**config.mk**
```make
export PLATFORM = sky130hd
export DESIGN_NAME = bank_tracker
export DESIGN_NICKNAME = d
export VERILOG_FILES = /design/src/rtl/bank_pkg.sv /design/src/rtl/bank_slot.sv /design/src/rtl/rd_return_pipe.sv /design/src/rtl/bank_tracker.sv
export SDC_FILE = /design/constraint.sdc
export NUM_CORES = 1
export LEC_CHECK = 0
export ABC_AREA = 1
export BUFFER_PORTS_ARGS = -buffer_cell sky130_fd_sc_hd__buf_2
export CORE_MARGIN = 2
export CORE_UTILIZATION = 55
export CTS_CLUSTER_SIZE = 25
export DETAILED_ROUTE_END_ITERATION = 8
export HOLD_SLACK_MARGIN = 0.1
export PLACE_DENSITY = 0.89
export SYNTH_ARGS = -nofsm -noshare
export SYNTH_HDL_FRONTEND = slang
export SYNTH_HIERARCHICAL = 1
export SYNTH_SLANG_ARGS = --single-unit
```
**constraint.sdc**
```tcl
create_clock -name clk -period 2.6 [get_ports clk]
set_input_delay 0.52 -clock clk [delete_from_list [all_inputs] [get_ports clk]]
set_output_delay 0.52 -clock clk [all_outputs]
set_load 0.05 [all_outputs]
```
**src/rtl/bank_pkg.sv**
```systemverilog
package bank_pkg;

  typedef enum logic [2:0] {
    CMD_NOP = 3'd0,
    CMD_PRE = 3'd1,
    CMD_ACT = 3'd2,
    CMD_RD  = 3'd3,
    CMD_WR  = 3'd4
  } cmd_e;

  // Number of cycles a command keeps its bank occupied.
  function automatic int unsigned occupy_cycles(input logic [2:0] c,
                                                input int unsigned t_pre,
                                                input int unsigned t_act);
    case (c)
      CMD_PRE: return t_pre;
      CMD_ACT: return t_act;
      default: return 0;
    endcase
  endfunction

  // Legality of a command against one bank's state.
  function automatic logic cmd_allowed(input logic [2:0] c,
                                       input logic active,
                                       input logic ready,
                                       input logic row_hit);
    case (c)
      CMD_PRE: return active && ready;
      CMD_ACT: return !active && ready;
      CMD_RD,
      CMD_WR:  return active && ready && row_hit;
      default: return 1'b0;
    endcase
  endfunction

endpackage

```
**src/rtl/bank_slot.sv**
```systemverilog
module bank_slot
  import bank_pkg::*;
#(
  parameter int ROW_W = 8,
  parameter int T_PRE = 3,
  parameter int T_ACT = 3,
  parameter int CNT_W = 2
) (
  input  logic             clk,
  input  logic             rst_n,
  input  logic [2:0]       cmd,
  input  logic [ROW_W-1:0] row_in,
  input  logic             go,
  output logic             legal,
  output logic             active,
  output logic             ready,
  output logic [ROW_W-1:0] open_row
);

  logic [CNT_W-1:0] busy_cnt;
  logic             row_hit;
  logic             go_act;
  logic             go_pre;
  logic             go_col;

  assign row_hit = (row_in == open_row);
  assign legal   = cmd_allowed(cmd, active, ready, row_hit);
  assign ready   = (busy_cnt == '0);
  assign go_act  = go && (cmd == CMD_ACT);
  assign go_pre  = go && (cmd == CMD_PRE);
  assign go_col  = go && ((cmd == CMD_RD) || (cmd == CMD_WR));

  always_ff @(posedge clk) begin
    if (!rst_n) begin
      active   <= 1'b0;
      open_row <= '0;
      busy_cnt <= '0;
    end else begin
      if (go_act) begin
        active   <= 1'b1;
        open_row <= row_in;
      end else if (go_pre) begin
        active   <= 1'b0;
      end
      if (go_act || go_pre)
        busy_cnt <= CNT_W'(occupy_cycles(cmd, T_PRE, T_ACT));
      else if (busy_cnt != '0)
        busy_cnt <= busy_cnt - 1'b1;
    end
  end


  act_opens_row_chk: assert property (@(posedge clk) disable iff (!rst_n)
    go_act |=> active && (open_row == $past(row_in)) && !ready);


  pre_closes_chk: assert property (@(posedge clk) disable iff (!rst_n)
    go_pre |=> !active && !ready);


  col_row_match_chk: assert property (@(posedge clk) disable iff (!rst_n)
    go_col |-> active && ready && (row_in == open_row));


  busy_blocks_chk: assert property (@(posedge clk) disable iff (!rst_n)
    !ready |-> !go);


  state_hold_chk: assert property (@(posedge clk) disable iff (!rst_n)
    !go |=> $stable(active) && $stable(open_row));

endmodule

```
**src/rtl/rd_return_pipe.sv**
```systemverilog
module rd_return_pipe #(
  parameter int NUM_BANKS = 4,
  parameter int DEPTH     = 3
) (
  input  logic                 clk,
  input  logic                 rst_n,
  input  logic [NUM_BANKS-1:0] rd_issue,
  output logic [NUM_BANKS-1:0] rd_done
);

  logic [NUM_BANKS-1:0] stage [DEPTH];

  always_ff @(posedge clk) begin
    if (!rst_n) stage[0] <= '0;
    else        stage[0] <= rd_issue;
  end

  for (genvar k = 1; k < DEPTH; k++) begin : g_stage
    always_ff @(posedge clk) begin
      if (!rst_n) stage[k] <= '0;
      else        stage[k] <= stage[k-1];
    end


    pipe_shift_chk: assert property (@(posedge clk) disable iff (!rst_n)
      $past(rst_n) |-> stage[k] == $past(stage[k-1]));
  end

  assign rd_done = stage[DEPTH-1];


  one_read_per_cycle_chk: assert property (@(posedge clk) disable iff (!rst_n)
    $onehot0(rd_issue));

endmodule

```
**src/rtl/bank_tracker.sv**
```systemverilog
module bank_tracker
  import bank_pkg::*;
#(
  parameter int NUM_BANKS = 4,
  parameter int ROW_W     = 8,
  parameter int T_PRE     = 3,
  parameter int T_ACT     = 3,
  parameter int RD_LAT    = 3,
  localparam int BANK_W   = (NUM_BANKS > 1) ? $clog2(NUM_BANKS) : 1,
  localparam int T_MAX    = (T_PRE > T_ACT) ? T_PRE : T_ACT,
  localparam int CNT_W    = $clog2(T_MAX + 1)
) (
  input  logic                       clk,
  input  logic                       rst_n,
  input  logic [2:0]                 cmd,
  input  logic [BANK_W-1:0]          cmd_bank,
  input  logic [ROW_W-1:0]           cmd_row,
  output logic                       cmd_err,
  output logic                       wr_data_en,
  output logic [NUM_BANKS-1:0]       bank_active,
  output logic [NUM_BANKS-1:0]       bank_ready,
  output logic [NUM_BANKS*ROW_W-1:0] bank_row,
  output logic [NUM_BANKS-1:0]       rd_valid
);

  logic [NUM_BANKS-1:0] sel;
  logic [NUM_BANKS-1:0] legal;
  logic [NUM_BANKS-1:0] accept;
  logic [NUM_BANKS-1:0] rd_issue;
  logic                 any_accept;
  logic                 is_nop;

  assign is_nop = (cmd == CMD_NOP);

  for (genvar b = 0; b < NUM_BANKS; b++) begin : g_bank
    assign sel[b]      = !is_nop && (cmd_bank == BANK_W'(b));
    assign accept[b]   = sel[b] && legal[b];
    assign rd_issue[b] = accept[b] && (cmd == CMD_RD);

    bank_slot #(
      .ROW_W (ROW_W),
      .T_PRE (T_PRE),
      .T_ACT (T_ACT),
      .CNT_W (CNT_W)
    ) u_slot (
      .clk      (clk),
      .rst_n    (rst_n),
      .cmd      (cmd),
      .row_in   (cmd_row),
      .go       (accept[b]),
      .legal    (legal[b]),
      .active   (bank_active[b]),
      .ready    (bank_ready[b]),
      .open_row (bank_row[b*ROW_W +: ROW_W])
    );
  end

  assign any_accept = |accept;
  assign cmd_err    = !is_nop && !any_accept;
  assign wr_data_en = any_accept && (cmd == CMD_WR);

  rd_return_pipe #(
    .NUM_BANKS (NUM_BANKS),
    .DEPTH     (RD_LAT)
  ) u_rd_pipe (
    .clk      (clk),
    .rst_n    (rst_n),
    .rd_issue (rd_issue),
    .rd_done  (rd_valid)
  );


  err_excl_chk: assert property (@(posedge clk) disable iff (!rst_n)
    cmd_err |-> (accept == '0) && !wr_data_en);


  err_hold_chk: assert property (@(posedge clk) disable iff (!rst_n)
    cmd_err |=> $stable(bank_active) && $stable(bank_row));


  nop_quiet_chk: assert property (@(posedge clk) disable iff (!rst_n)
    is_nop |-> !cmd_err && !wr_data_en);


  wr_en_onehot_chk: assert property (@(posedge clk) disable iff (!rst_n)
    wr_data_en |-> $onehot(accept) && (cmd == CMD_WR));

endmodule

```
==> out/summary.txt, run 1 <==
Status: finished, violations left
Failing checks: negative setup slack
Post-Syn Area per Cell: 6.46 sq um
Hold_buf cts: 0
Post-Syn Area: 3020 sq um
GR Overflow Total: 0
RSZ-0062 raised after global routing: true
CTS tree: built
Worst hold slack: 420 ps
Initial antenna violation count: 0
CP Class: in2out
First-pass GRT wire length: 12.0 mm
Die ar.: 6100 sq um
Final hold vios: 0
Placed cells: 601
Int Power: 1.31 mW
Worst R2R End: g_bank[3].u_slot/open_row[5]
DRC errors left: 0
Clock power share: 25.4%
Final period demand of the worst path: 2650 ps
CP max FO: 12
Fin crit share: 102%
Die Y: 78.1 um
Worst vdd ir: 0.000341 V
H-Tree Depth: 2
DR vias: 3,057
Setup violators final: 1
Die Wd: 78.1 um
Worst slew pin tran: 843 ps
Syn Inst Count: 467
I/O Buffers: 60
Ys Warns: 6
Fin nets: 560
Setup TNS: -47.7 ps
Startpoint Class: input pin
CTS Buf Count: 5
Num rows: 26
R2R depth: 17
Most common cell on crit path: nor2_1
Crit path from: cmd_row[3]
TritonRoute pass-1 iters: 5
Detailed Place HPWL: 5.01 mm
Clock transition at path regs: 90 ps
Worst Skew: 8.18 ps
Cell Count, Final, Fillers Out: 612
R2r startpoint: g_bank[3].u_slot/open_row[6]
CTS sink count: 56
DR vias/cell: 5.00
Hold WC Path Type: reg2reg
P_sw: 0.685 mW
Core area: 5200 sq um
Root Buffer: clkbuf_8
Area grow syn2layout: 21.9%
Largest net degree at the start of global routing: 52
Distinct cells, synth: 23
Maxcap violations: 0
Post-route ant nets: 0
Share of total power in combinational logic: 28.4%
Syn Nets: 486
Slew Viols, Final: 0
Worst Path Required: 2080 ps
Gr usage total: 24.2%
Commonest non-fill, non-tap cell in the layout: nand2_1
Commonest cells after routing, fill and taps aside: nand2_1 (96), inv_1 (84), nor2_1 (78), buf_2 (47), dfxtp_1 (43)
Sw Share: 34.3%
Vias in the first global route: 2,804
F_max: 378 MHz
Filler Cell Count: 422
Crit-path max cell delay: 200 ps
I/O pin count: 61
Gpl congestion: 0.830
R2R setup slack: 350 ps
Starting Density: 58.0%
Pwr Density: 543 nW/um^2
Max-slew headroom: 43.8%
Seq cells post-synth: 56
CP Capture Type: output port
Crit path to: wr_data_en
Clock Latency Late Sink: 310 ps
Diodes inserted: 0
Tot Pwr: 2.00 mW
P_leak: 2.04 nW
Fraction of layout cells with a size suffix above 1: 27.7%
Critical-path top delay cell: nor3b_2
Total wire length: 7.43 mm
1st-iter DRT viols: 298
Routed wire per std cell: 12.1 um
Worst EP arrival: 2130 ps
Crit path cell chain: buf_6 -> inv_1 -> nand2_1 -> nand2_1 -> nor2_1 -> nand3_1 -> nor2_1 -> nor2_1 -> nor2_1 -> nor3b_2 -> nand2_1 -> nand2_2 -> nor2_2 -> nor2_2 -> buf_6
Setup ws final: -47.7 ps
Post-synthesis sequential area ratio: 37.1%
Seq pwr share: 46.3%
Clock Tree Buf Depth: 2
## flip-flops by register name, summed over array words and instances (netlist names)
name / flops
g_bank.u_slot/active: 4
g_bank.u_slot/busy_cnt: 8
u_rd_pipe/stage: 12
g_bank.u_slot/open_row: 32
## how the worst min path moves through the flow
stage                                from                     to  slack (ps)  cells after the start
global route        u_rd_pipe/stage[1][2]  u_rd_pipe/stage[2][2]         430                      2
global placement    u_rd_pipe/stage[1][2]  u_rd_pipe/stage[2][2]         390                      2
detailed placement  u_rd_pipe/stage[0][1]  u_rd_pipe/stage[1][1]         400                      2
finish              u_rd_pipe/stage[0][1]  u_rd_pipe/stage[1][1]         420                      2
floorplan           u_rd_pipe/stage[1][2]  u_rd_pipe/stage[2][2]         390                      2
CTS                 u_rd_pipe/stage[0][1]  u_rd_pipe/stage[1][1]         420                      2
## layer usage
| layer | global-route usage, % | part of all wire [%] | vias up |
|---|---|---|---|
| met3 | 5.17 | 7.8 | 25 |
| li1 | - | - | 1564 |
| met1 | 30.3 | 42 | 1359 |
| met2 | 41.1 | 47 | 109 |
| met5 | 0 | 0 | - |
| met4 | 8.77 | 2.8 | 0 |
## cell families (layout without fill, tap and decap cells)
group                      count (synthesis)  count (layout)  share of synthesized area [%]
buffers and inverters                    104             179                           14.2
xor gates and xnor gates                   8               8                           2.32
and+or+nand+nor                          215             215                           29.6
AOI/OAI and AO/OA                         80              80                           15.1
DFF                                       56              56                           37.1
adders and majority gates                  4               4                           1.66
## what timing repair did
action / 4_1_cts / 5_1_grt
setup buffers: 0 / 3
gates resized for setup: 9 / 50
pin swaps: 0 / 27
endpoints found under the setup margin: 1 / 2
## cell usage after synthesis
cell type  count  area, sq um
nand2_1      101          379
inv_1         88          330
nor2_1        83          312
dfxtp_1       56         1120
o21ai_0       40          200
a21oi_1       16         80.1
nand2_2       12         75.1
o21ai_1       12         60.1
inv_2          7         26.3
nand3_1        6         30.0
nor2_2         6         37.5
buf_6          5         56.3
a21boi_2       4         45.0
a21oi_2        4         35.0
clkbuf_1       4         15.0
ha_1           4         50.1
nand4_1        4         25.0
o21ai_2        4         35.0
xnor2_1        4         35.0
xor2_1         4         35.0
nand3_4        1         17.5
nor3_2         1         10.0
nor3b_1        1         7.51
## power by group through the flow
stage	combinational, mW	clock (mW)	sequential, mW
3_3_place_gp	0.517	0	0.943
4_1_cts	0.546	0.513	0.924
2_1_floorplan	0.395	0	0.951
6_report	0.567	0.506	0.924
5_1_grt	0.630	0.549	0.930
3_5_place_dp	0.538	0	0.944
## critical path: cells and delay by family
family	cells	cell delay [ps]
simple gates	12	1240
buf+inv	3	350
## layout make-up
class	instances	area, sq um	share of cell area, %
clock buffer	7	86.3	2.35
clock inverter	1	7.51	0.204
inverter	95	357	9.69
multi-input combinational	307	1510	41.0
sequential	56	1140	30.9
tap	70	87.6	2.38
timing repair buffer	76	495	13.5
## per-stage QoR
step | utilization (%) | worst slack (ps) | instance area (sq um)
global route | 70.7 | -143 | 3680
finish | 70.7 | -47.7 | 3680
detailed placement | 65.9 | -111 | 3430
global placement | 65.9 | -49.1 | 3430
floorplan | - | 45.4 | 3020
CTS | 68.2 | 32.8 | 3550
Note: power is estimated with default switching activity, not from simulation.
==> run 2: changes to the inputs <==
- RECOVER_POWER: not set -> 25
- SYNTH_HIERARCHICAL: 1 -> not set
==> run 2 against run 1 <==
The flow finishes with violations (max-capacitance violations, max-slew violations). Utilization down 8.9 points. First-iteration DRC count is 32% lower. Combinational power barely moved. Register-to-register slack better by 530 ps. Total power decreased by 0.47%. Non-clock buffer count down 14. Sequential share of layout area rose by 2.6 points. Area after synthesis rose by 0.25%. Sequential power is 1% higher. Critical endpoint unchanged. Highest routed layer unchanged.
==> out/summary.txt, run 2 <==
Clock transition at path regs: 100 ps
Commonest non-fill, non-tap cell in the layout: nand2_1
Largest register FFs: 32
Worst hold slack: 415 ps
Setup violators final: 0
Max-slew headroom: -15.8%
1st-iter DRT viols: 202
DR vias: 2,751
Pre-CTS WS: 127 ps
RSZ-0062 raised after global routing: true
Slew Viols, Final: 41
Die Y: 78.2 um
Fin nets: 524
Worst EP arrival: 1960 ps
Critical-path top delay cell: buf_4
CP Class: in2out
Num rows: 27
Final hold vios: 0
Prevailing post-synth register cell: dfxtp_1
Worst Path Required: 2080 ps
Commonest cells after routing, fill and taps aside: nand2_1 (163), nor2_1 (89), inv_1 (59), dfxtp_1 (56), buf_2 (49)
Fin crit share: 95.4%
Hold worst-path end: u_rd_pipe.stage[2][0]
Detailed Place HPWL: 4.96 mm
P_leak: 1.83 nW
Diodes inserted: 0
Core area: 5410 sq um
Hold_sp: u_rd_pipe.stage[1][0]
Post-CTS setup buffers: 0
H-Tree Depth: 2
Post-Syn Area: 3030 sq um
Clock Latency Late Sink: 310 ps
Root Buffer: clkbuf_8
Crit path cell chain: buf_2 -> inv_1 -> nand2_1 -> nand2_1 -> nand2_1 -> nor2_1 -> nand3_1 -> nand2_1 -> nand2_1 -> nand2_1 -> nor2_1 -> nor2_1 -> buf_4
I/O pin count: 61
Die ar.: 6110 sq um
Total wire length: 6.54 mm
Count leader, synth: nand2_1
Worst R2R End: g_bank[3].u_slot.open_row[3]
R2R setup slack: 880 ps
Most common cell on crit path: nand2_1
Worst Skew: 4.78 ps
Fraction of layout cells with a size suffix above 1: 16.2%
I/O Buffers: 60
Gpl congestion: 0.910
Syn Nets: 481
DR vias/cell: 4.76
Hold path depth: 2
Die Wd: 78.2 um
Filler Cell Count: 497
Final design utilization: 61.8%
Post-synth ARST share: 0%
R2R depth: 8
DRC errors left: 0
Starting Density: 56.0%
CTS sink count: 56
Worst vdd ir: 0.000357 V
EDFF count, synth: 0
Status: finished, violations left
Post-synthesis sequential area ratio: 37.1%
Ys Warns: 0
Crit-path max cell delay: 200 ps
Largest net degree at the start of global routing: 41
Initial antenna violation count: 0
Pwr Density: 595 nW/um^2
Synth cell count leaders: nand2_1 (163), nor2_1 (89), inv_1 (58)
Startpoint Class: input pin
Top cell type by total area after synthesis: dfxtp_1
Distinct cells, synth: 28
F_max: 403 MHz
Area contributors post-synth: dfxtp_1 (37%), nand2_1 (20%), nor2_1 (11%), inv_1 (7.2%), xor2_1 (2.9%)
Post-Syn Area per Cell: 6.55 sq um
R2r startpoint: g_bank[3].u_slot.busy_cnt[0]
Largest regs: g_bank.u_slot.open_row: 32 flops, u_rd_pipe.stage: 12 flops, g_bank.u_slot.busy_cnt: 8 flops
GR Overflow Total: 0
Routed wire per std cell: 11.3 um
Cell Count, Final, Fillers Out: 578
Gr usage total: 22.4%
CTS Buf Count: 5
Worst slew pin tran: 1740 ps
Maxcap violations: 1
Syn Inst Count: 462
Final period demand of the worst path: 2480 ps
Seq cells post-synth: 56
Hold WC Path Type: reg2reg
Clock Tree Buf Depth: 2
Failing checks: max-capacitance violations, max-slew violations
CP max FO: 9
Placed cells: 570
CTS tree: built
Setup ws final: 119 ps
CP Capture Type: output port
First-pass GRT wire length: 11.1 mm
Setup TNS: 0 ps
Area grow syn2layout: 10.5%
Vias in the first global route: 2,538
Largest Register: g_bank.u_slot.open_row
TritonRoute pass-1 iters: 4
Top cell type's share of synthesized area: 37.1%
Post-route ant nets: 0
==> run 2: final cells by class <==
class | instances | area (sq um) | share of cell area, %
clock buffer | 5 | 68.8 | 2.06
clock inverter | 3 | 23.8 | 0.711
inverter | 63 | 241 | 7.23
multi-input combinational | 317 | 1500 | 44.7
sequential | 56 | 1120 | 33.5
tap | 72 | 90.1 | 2.70
timing repair buffer | 62 | 302 | 9.02
==> run 2: where the power goes <==
part	internal, mW	switching (mW)
clock	0.191	0.293
combinational	0.189	0.380
sequential	0.909	0.0250
==> run 2: kinds of logic (layout without fill, tap and decap cells) <==
kind of cell	Yosys count	after routing	synth area share (%)
AND/OR/NAND/NOR	273	273	37.2
buffers and inverters	89	133	13.7
flip-flops	56	56	37.1
AO/OA/AOI/OAI	22	22	5.05
XOR/XNOR	16	16	4.63
adder cells (fa/ha/maj)	4	4	1.65
multiplexers	2	2	0.744
==> run 2: through the flow <==
step | cell area, sq um | total power [mW]
after detailed placement | 3260 | 1.52
final | 3340 | 1.99
after global routing | 3340 | 2.08
after floorplan | 3030 | 1.46
after global placement | 3260 | 1.50
after CTS | 3360 | 2.00
==> run 2: worst max path at each step <==
stage / to / from / slack, ps / cells after the start
floorplan: wr_data_en / g_bank[2].u_slot.open_row[4] / 6 / 10
global placement: wr_data_en / cmd_row[6] / 160 / 12
finish: wr_data_en / cmd_row[4] / 120 / 13
detailed placement: wr_data_en / cmd_row[6] / 130 / 12
CTS: wr_data_en / cmd_row[6] / 120 / 12
global route: cmd_err / cmd[1] / -40 / 9
==> run 2: critical path, delay by kind of cell <==
kind | cells | cell delay [ps]
AND/OR/NAND/NOR | 10 | 900
buffers and inverters | 3 | 530
==> run 2: repair_timing <==
action / 4_1_cts / 5_1_grt
endpoints found under the setup margin: 0 / 2
hold buffers: 0 / 0
resized for setup: 0 / 2
==> run 2: metal layers <==
metal	wire (um)	vias up	GRT usage, %
li1	-	1443	-
met2	3140	88	38.6
met3	386	11	2.99
met1	2900	1209	28.9
met4	119	0	7.54
met5	0	-	0
